## src/rtl/cal_pkg.sv

```systemverilog
`timescale 1ns/100ps
package cal_pkg;
   localparam int unsigned SLOTS  = 8;
   localparam int unsigned BYTE_W = 8;
   typedef logic [BYTE_W-1:0] byte_t;

   // window offsets
   localparam int IX_CTRL  = 0;
   localparam int IX_SEC   = 1;
   localparam int IX_MIN   = 2;
   localparam int IX_HOUR  = 3;
   localparam int IX_WDAY  = 4;
   localparam int IX_MDAY  = 5;
   localparam int IX_MONTH = 6;
   localparam int IX_YEAR  = 7;

   // control byte bits
   localparam int CB_LOAD   = 7;
   localparam int CB_FREEZE = 6;

   function automatic byte_t slot_mask(int s);
      case (s)
         IX_SEC, IX_MIN:   return 8'h7F;
         IX_HOUR, IX_MDAY: return 8'h3F;
         IX_WDAY:          return 8'h07;
         IX_MONTH:         return 8'h1F;
         default:          return 8'hFF;
      endcase
   endfunction

   function automatic byte_t slot_low(int s);
      case (s)
         IX_WDAY, IX_MDAY, IX_MONTH: return 8'h01;
         default:                    return 8'h00;
      endcase
   endfunction

   // static upper bound; the date bound is replaced at run time
   function automatic byte_t slot_top(int s);
      case (s)
         IX_SEC, IX_MIN: return 8'h59;
         IX_HOUR:        return 8'h23;
         IX_WDAY:        return 8'h07;
         IX_MDAY:        return 8'h31;
         IX_MONTH:       return 8'h12;
         IX_YEAR:        return 8'h99;
         default:        return 8'h00;
      endcase
   endfunction

   function automatic byte_t bcd_step(byte_t v);
      if (v[3:0] >= 4'd9) return {v[7:4] + 4'd1, 4'd0};
      return v + 8'd1;
   endfunction

   function automatic logic four_year_leap(byte_t yr);
      int n;
      n = int'(yr[7:4]) * 10 + int'(yr[3:0]);
      return (n % 4) == 0;
   endfunction

   function automatic byte_t month_days(byte_t mon, logic leap);
      case (mon)
         8'h02:                     return leap ? 8'h29 : 8'h28;
         8'h04, 8'h06, 8'h09, 8'h11: return 8'h30;
         default:                   return 8'h31;
      endcase
   endfunction
endpackage

```

## src/rtl/cal_bcd_counter.sv

```systemverilog
`timescale 1ns/100ps
module cal_bcd_counter
   import cal_pkg::*;
#(
   parameter byte_t LOW = 8'h00,
   parameter byte_t RST = 8'h00
) (
   input  logic  clk,
   input  logic  rst_n,
   input  logic  step,
   input  logic  load,
   input  byte_t load_val,
   input  byte_t top_val,
   output byte_t value,
   output logic  at_top
);
   if (LOW[3:0] > 4'd9 || RST[3:0] > 4'd9) begin : g_bad_digit
      $error("cal_bcd_counter: LOW and RST must be BCD");
   end

   // at or beyond the bound: next step wraps (also clears out-of-range loads)
   assign at_top = (value >= top_val);

   always_ff @(posedge clk or negedge rst_n) begin
      if (!rst_n)     value <= RST;
      else if (load)  value <= load_val;
      else if (step)  value <= at_top ? LOW : bcd_step(value);
   end
endmodule

```

## src/rtl/cal_window_bank.sv

```systemverilog
`timescale 1ns/100ps
module cal_window_bank
   import cal_pkg::*;
#(
   parameter int    ADDR_W     = 15,
   parameter byte_t RESET_YEAR = 8'h00
) (
   input  logic                     clk,
   input  logic                     rst_n,
   input  logic [ADDR_W-1:0]        addr,
   input  byte_t                    wdata,
   input  logic                     wr_en,
   input  logic                     refresh,
   input  byte_t [SLOTS-1:1]        live,
   output byte_t [SLOTS-1:0]        hold,
   output logic                     load_pulse,
   output byte_t                    rdata
);
   localparam int IDX_W = $clog2(SLOTS);

   logic             in_win;
   logic [IDX_W-1:0] idx;
   logic [SLOTS-1:0] slot_wr;
   logic             wr_open;
   logic             frozen;

   assign in_win  = &addr[ADDR_W-1:IDX_W];
   assign idx     = addr[IDX_W-1:0];
   assign wr_open = hold[IX_CTRL][CB_LOAD];
   assign frozen  = hold[IX_CTRL][CB_FREEZE];

   always_comb begin
      for (int s = 0; s < SLOTS; s++) begin
         slot_wr[s] = wr_en && in_win && (idx == IDX_W'(s));
      end
   end

   assign load_pulse = slot_wr[IX_CTRL] && wr_open && !wdata[CB_LOAD];

   for (genvar s = 0; s < SLOTS; s++) begin : g_slot
      byte_t r_q;
      assign hold[s] = r_q;
      if (s == IX_CTRL) begin : g_ctrl
         always_ff @(posedge clk or negedge rst_n) begin
            if (!rst_n)          r_q <= '0;
            else if (slot_wr[s]) r_q <= wdata;
         end
      end else begin : g_time
         localparam byte_t RV = (s == IX_YEAR) ? RESET_YEAR : slot_low(s);
         always_ff @(posedge clk or negedge rst_n) begin
            if (!rst_n)                             r_q <= RV;
            else if (slot_wr[s] && wr_open)         r_q <= wdata & slot_mask(s);
            else if (refresh && !wr_open && !frozen) r_q <= live[s];
         end
      end
   end

   assign rdata = in_win ? hold[idx] : '0;
endmodule

```

## src/rtl/bcd_cal_window.sv

```systemverilog
`timescale 1ns/100ps
module bcd_cal_window
   import cal_pkg::*;
#(
   parameter int    ADDR_W     = 15,
   parameter bit    LEAP_RULE  = 1'b1,
   parameter byte_t RESET_YEAR = 8'h00
) (
   input  logic              clk,
   input  logic              rst_n,
   input  logic              sec_tick,
   input  logic [ADDR_W-1:0] bus_addr,
   input  logic [7:0]        bus_wdata,
   input  logic              bus_we,
   output logic [7:0]        bus_rdata
);
   if (ADDR_W < 4 || ADDR_W > 32) begin : g_bad_addr
      $error("bcd_cal_window: ADDR_W out of range");
   end
   if (RESET_YEAR[3:0] > 4'd9 || RESET_YEAR[7:4] > 4'd9) begin : g_bad_year
      $error("bcd_cal_window: RESET_YEAR must be BCD");
   end

   byte_t [SLOTS-1:0] hold;
   byte_t [SLOTS-1:1] live;
   byte_t [SLOTS-1:1] top_val;
   logic  [SLOTS-1:1] at_top;
   logic  [SLOTS-1:1] step;
   logic              load_pulse;
   logic              tick_q;
   logic              leap;
   logic              adv, s_min, s_hour, s_day, s_mon, s_year;
   logic              unused_tops;

   // refresh of holding bytes trails the counter update by one edge
   always_ff @(posedge clk or negedge rst_n) begin
      if (!rst_n) tick_q <= 1'b0;
      else        tick_q <= sec_tick;
   end

   if (LEAP_RULE) begin : g_leap4
      assign leap = four_year_leap(live[IX_YEAR]);
   end else begin : g_noleap
      assign leap = 1'b0;
   end

   always_comb begin
      for (int s = 1; s < SLOTS; s++) top_val[s] = slot_top(s);
      top_val[IX_MDAY] = month_days(live[IX_MONTH], leap);
   end

   // carry chain: load wins over a coincident tick
   assign adv    = sec_tick && !load_pulse;
   assign s_min  = adv    && at_top[IX_SEC];
   assign s_hour = s_min  && at_top[IX_MIN];
   assign s_day  = s_hour && at_top[IX_HOUR];
   assign s_mon  = s_day  && at_top[IX_MDAY];
   assign s_year = s_mon  && at_top[IX_MONTH];
   assign step   = {s_year, s_mon, s_day, s_day, s_hour, s_min, adv};
   assign unused_tops = at_top[IX_WDAY] ^ at_top[IX_YEAR];

   for (genvar s = 1; s < SLOTS; s++) begin : g_cnt
      localparam byte_t RV = (s == IX_YEAR) ? RESET_YEAR : slot_low(s);
      cal_bcd_counter #(
         .LOW (slot_low(s)),
         .RST (RV)
      ) u_cnt (
         .clk      (clk),
         .rst_n    (rst_n),
         .step     (step[s]),
         .load     (load_pulse),
         .load_val (hold[s]),
         .top_val  (top_val[s]),
         .value    (live[s]),
         .at_top   (at_top[s])
      );
   end

   cal_window_bank #(
      .ADDR_W     (ADDR_W),
      .RESET_YEAR (RESET_YEAR)
   ) u_bank (
      .clk        (clk),
      .rst_n      (rst_n),
      .addr       (bus_addr),
      .wdata      (bus_wdata),
      .wr_en      (bus_we),
      .refresh    (tick_q),
      .live       (live),
      .hold       (hold),
      .load_pulse (load_pulse),
      .rdata      (bus_rdata)
   );
endmodule

```

## config.mk

```make
export PLATFORM = sky130hd
export DESIGN_NAME = bcd_cal_window
export DESIGN_NICKNAME = d
export VERILOG_FILES = /design/src/rtl/cal_pkg.sv /design/src/rtl/cal_bcd_counter.sv /design/src/rtl/cal_window_bank.sv /design/src/rtl/bcd_cal_window.sv
export SDC_FILE = /design/constraint.sdc
export NUM_CORES = 1
export LEC_CHECK = 0
export ABC_AREA = 1
export BUFFER_PORTS_ARGS = -buffer_cell sky130_fd_sc_hd__buf_2
export CORE_MARGIN = 10
export CORE_UTILIZATION = 55
export CTS_CLUSTER_SIZE = 14
export DETAILED_ROUTE_END_ITERATION = 10
export PLACE_DENSITY = 0.71
export SLEW_MARGIN = 20
export SYNTH_ARGS = -nofsm -noshare
export SYNTH_HDL_FRONTEND = slang
export SYNTH_SLANG_ARGS = --single-unit
export TNS_END_PERCENT = 30
```

## constraint.sdc

```tcl
create_clock -name clk -period 3 [get_ports clk]
set_input_delay 0.6 -clock clk [delete_from_list [all_inputs] [get_ports clk]]
set_output_delay 0.6 -clock clk [all_outputs]
set_load 0.05 [all_outputs]
```

Word-level counts from Yosys, hierarchy flattened. Cells that the tools add are included.

Bits in registers: 121. Output and inout port bits: 8. Input bits: 27. Word-level logic and storage cells: 183.

Multiplexer cells: 75. Eq/ne operators: 12. Bitwise logic cells: 1. $add $sub $neg: 15. Reduce and logical (&&, ||, !) cells: 48. Multipliers: 1. Order comparisons: 15.

Operators by type and width (count): 8-bit two-way mux (51); 8-bit by 1-bit adder with 8-bit output, second input constant (7); 32-bit logical NOT (1); 4-bit by 1-bit adder with 4-bit output, second input constant (7); 4-bit greater-or-equal comparator, second input constant (7); 1-bit logical AND (26); 2-bit nonzero test (13); 8-bit binary-select mux with 3-bit select (1); 1-bit two-way mux (22); 8-bit by 3-bit equality test with 1-bit output, second input constant (2); 8-bit by 7-bit greater-or-equal comparator with 1-bit output, second input constant (2); 3-bit equality test, second input constant (4); 12-bit AND reduction (1); 5-bit one-hot mux with 2 select lines (1); 8-bit by 2-bit equality test with 1-bit output, second input constant (1); 8-bit by 4-bit equality test with 1-bit output, second input constant (1); 8-bit by 5-bit equality test with 1-bit output, second input constant (1); 8-bit by 3-bit greater-or-equal comparator with 1-bit output, second input constant (1); 8-bit by 5-bit greater-or-equal comparator with 1-bit output, second input constant (1); 8-bit by 6-bit greater-or-equal comparator with 1-bit output (1); 8-bit by 6-bit greater-or-equal comparator with 1-bit output, second input constant (1); 8-bit greater-or-equal comparator, second input constant (1); 3-bit by 2-bit equality test with 1-bit output, second input constant (2); 1-bit logical NOT (4); other kinds (8) (8).

Depth between registers and ports, before layout.
Word-level depth: 18. Mapped depth: 19. Mapped depth without buffers: 18.

Modules after synthesis. Synthesis repeated with hierarchy kept, for this count alone.

Cell total of the unflattened synthesis: 1409. Area, all modules: 10162.2 µm².

By module, submodules not included: cal_window_bank (sequential area each 1605.3 µm², area each 3966.3 µm², cells an instance 571, instances 1); cal_bcd_counter at g_cnt[2].u_cnt ... (sequential area each 200.2 µm², area each 868.3 µm², cells an instance 115, instances 3); cal_bcd_counter at g_cnt[4].u_cnt ... (sequential area each 201.4 µm², area each 838.3 µm², cells an instance 109, instances 3); cal_bcd_counter at g_cnt[1].u_cnt (sequential area each 200.2 µm², area each 838.3 µm², cells an instance 118, instances 1); bcd_cal_window (sequential area each 25.0 µm², area each 237.7 µm², cells an instance 48, instances 1).

Worst setup path after synthesis. Ideal clock, no wire load.

Path type: input to output. Start: input bus_addr[0]. End: output bus_rdata[7]. Stages on the path: 7. Data arrival time: 2490 ps. Setup slack: -90 ps. Data required time: 2400 ps. Path buffers: 1. Path through: inv_1 -> nand2_1 -> clkbuf_1 -> o22ai_1 -> a221oi_1 -> nor2_1 -> a211oi_1.

Word-level cells in the longest chain between the ends: 3.

Ends and longest elaborated chain: start, declared (line bcd_cal_window.sv:12) `input logic [ADDR_W-1:0] bus_addr,`; 8-bit binary-select mux with 3-bit select (line cal_window_bank.sv:58) `assign rdata = in_win ? hold[idx] : '0;`; 8-bit two-way mux (implied by the code) (line cal_window_bank.sv:58); 8-bit two-way mux (line cal_window_bank.sv:58); end, declared (line bcd_cal_window.sv:15) `output logic [7:0] bus_rdata`.

No other way between the ends. The select of a mux whose other input is x is not followed.

Final worst setup path.
Start: input bus_addr[0]. End: output bus_rdata[1].

Same word-level chain as after synthesis.

==> flow_summary.yaml <==
status:
  status: "finished clean"
synth:
  ys_top_cells_by_area: "dfrtp_1, nand2_1, inv_1, ha_1, o221ai_1"
  syn_nets: 980
  synth_edf_count: 0
  syn_area_per_cell_um2: 8.29
  netlist.area_leader.share_pct: 38.0
  yosys_most_used_dff: "dfrtp_1"
  ys_ff_latch: 121
  netlist_area_mm2: 0.00756
  synth_top_area_cell: "dfrtp_1"
  synth_cells: 912
  yosysMostFrequentCell: "nand2_1"
  ys.warnings.count: 0
  yosys-top-cells-count: "nand2_1, inv_1, dfrtp_1, o221ai_1, nand3_1"
  ys_seq_area_share_pct: 40.1
  async_reset_ff_share_pct: 100
  yosys.cell_types.count: 49
floorplanning:
  dieWidth_um: 137
  rows: 42
  io_pins: 35
  fp.dieH_um: 137
  start_util_pct: 56.7
  dieArea_mm2: 0.0188
  core-area_mm2: 0.0133
run:
  cap_violations: 0
power_and_ir_drop:
  clockPowerShare_pct: 31.9
  powerDensity_mw_per_mm2: 814
  comb_power_share_pct: 33.4
  seqPwrFrac_pct: 34.7
  p_sw_uw: 2610
  p_int_uw: 4430
  p_leak_uw: 0.00422
  swShare_pct: 37.1
  peakVddDrop_uv: 628
sta:
  min_period_ps: 2910
  finClkSkew_ps: 6.54
  worst_pin_slew_ps: 706
  timing.fmax_mhz: 343
  setup_ws_ps: 87.6
  holdWs_ps: 218
  slew_violations: 0
  relSlewSlack_pct: 53.0
  report.final.setup_viol: 0
  finalHoldViolations: 0
  period_share_pct: 97.1
cells_and_area:
  finalNonFillerCells: 1148
  fin_util_pct: 64.8
  diodes: 0
  fin_area_mm2: 0.00865
  final_nets: 1027
  syn2layout_area_growth_pct: 14.4
  drive_above_1_share_pct: 15.2
  num-fill-cells: 1156
clock_network:
  cts_max_level: 4
  clk_latency_ps: 420
  clockRootBuffer: "clkbuf_16"
  cts_max_path_buffers: 2
  cts_tree: "done"
  clkTransAtPathRegs_ps: 60
  clock-sinks: 121
  cts_buffers: 17
global_routing:
  grt_util_all_layers_pct: 23.6
  grt_max_degree: 52
  grt_pass1_wl_um: 34600
  antenna_found_initial: 0
  grt_overflow: 0
  grt_pass1_vias: 6317
placed_design:
  place_inst: 1116
  place_hpwl_um: 15500
  numPortBuffers: 34
  place_ws_ps: 18.8
  place_congestion: 0.896
  place_area_mm2: 0.00797
setup_path:
  path_class: "primary input to output pin"
  cp-start-kind: "primary input"
  setup.worst_path.end_class: "output pin"
  worstPathMaxFanout: 8
  worstPathArrival_ps: 2310
  required_ps: 2400
drt:
  drtIter0Drc: 756
  totalWireLength_um: 21600
  num_vias: 6827
  routed_via_density: 5.95
  final_antenna_net_count: 0
  drcViolationCount: 0
  dr.pass1.iters: 5
  wire_per_inst_um: 18.9
worst_hold_path:
  min_path_type: "primary input to async pin"
what timing repair did:
item	4_1_cts	5_1_grt
hold buffers	0	0
setup endpoints to repair	14	16
gates cloned	0	0
buffers inserted	0	0
resized for setup	3	4
pin swaps	1	1
state kept, by name, summed over array words and instances, names as in the netlist:
name / flops
g_cnt.u_cnt.value: 56
tick_q: 1
u_bank.g_slot.r_q: 64
area by class of cell:
class / instances / area, um^2 / share of cell area (%)
clock buffer: 25 / 515 / 5.96
clock inverter: 7 / 135 / 1.56
inverter: 143 / 539 / 6.23
multi-input combinational: 621 / 3860 / 44.7
sequential: 121 / 3040 / 35.1
tap: 176 / 220 / 2.54
timing repair buffer: 55 / 343 / 3.96
path summary, 6_finish.rpt:
check	from	endpoint	slack, ps	cells past startpoint
max in group asynchronous	rst_n	g_cnt[2].u_cnt.value[3]	2030	2
min reg2reg	u_bank.g_slot[0].r_q[4]	u_bank.g_slot[0].r_q[4]	480	2
max reg2reg	g_cnt[6].u_cnt.value[0]	g_cnt[6].u_cnt.value[2]	220	17
max	bus_addr[0]	bus_rdata[1]	90	8
min in group clk	sec_tick	tick_q	400	1
min	rst_n	g_cnt[1].u_cnt.value[2]	220	1
layout by cell type (no fill, tap or decap), types with 7 or more instances in the layout:
master,Yosys,final
clkbuf_16,0,17
nand3_2,10,11
buf_4,3,21
o221ai_1,52,52
nor2_1,48,46
o21ai_0,46,45
xor2_1,14,14
a221oi_1,7,7
nand3_1,50,49
buf_2,7,33
o21ai_1,29,30
dfrtp_1,115,115
a22oi_1,17,17
inv_1,137,136
o22ai_1,16,16
a211oi_1,9,7
nand2_1,203,203
a21oi_1,13,13
ha_1,41,41
power by group through the flow:
stage          Sequential [uW]  Combinational, uW  Clock (uW)
6_report                  2440               2350        2250
5_1_grt                   2500               2650        2350
4_1_cts                   2440               2320        2270
3_5_place_dp              2460               2260           0
3_3_place_gp              2440               2230           0
2_1_floorplan             2350               1730           0
critical path, cell delays in order:
cell      delay, ps
buf_2           130
inv_1            90
nor2_1           60
buf_4           160
a22oi_1         310
o221ai_1        190
a211oi_1        420
buf_2           340
through the flow:
| step | power [uW] | TNS [ps] |
|---|---|---|
| 6_report | 7050 | 0 |
| 5_1_grt | 7500 | -9.31 |
| 4_1_cts | 7020 | 0 |
| 3_5_place_dp | 4720 | 0 |
| 3_3_place_gp | 4680 | 0 |
| 2_1_floorplan | 4080 | -177 |
kinds of logic (layout without fill, tap and decap cells):
group                      count (synthesis)  in the layout  synth area share (%)
AOI/OAI and AO/OA                        214            214                  20.1
xor gates and xnor gates                  17             17                  1.97
adders and majority gates                 41             41                  6.78
buffers and inverters                    170            230                  9.33
DFF                                      121            121                  40.1
muxes                                      1              1                 0.132
and+or+nand+nor                          348            348                  21.6
per-layer routing:
metal / up-vias / GRT usage, % / routed length [um]
met5: - / 0 / 0
met3: 42 / 5.75 / 1640
li1: 3215 / - / -
met4: 0 / 7.90 / 487
met1: 3289 / 32.2 / 9620
met2: 281 / 35.7 / 9900
No activity file was read; power rests on OpenSTA's default activity.
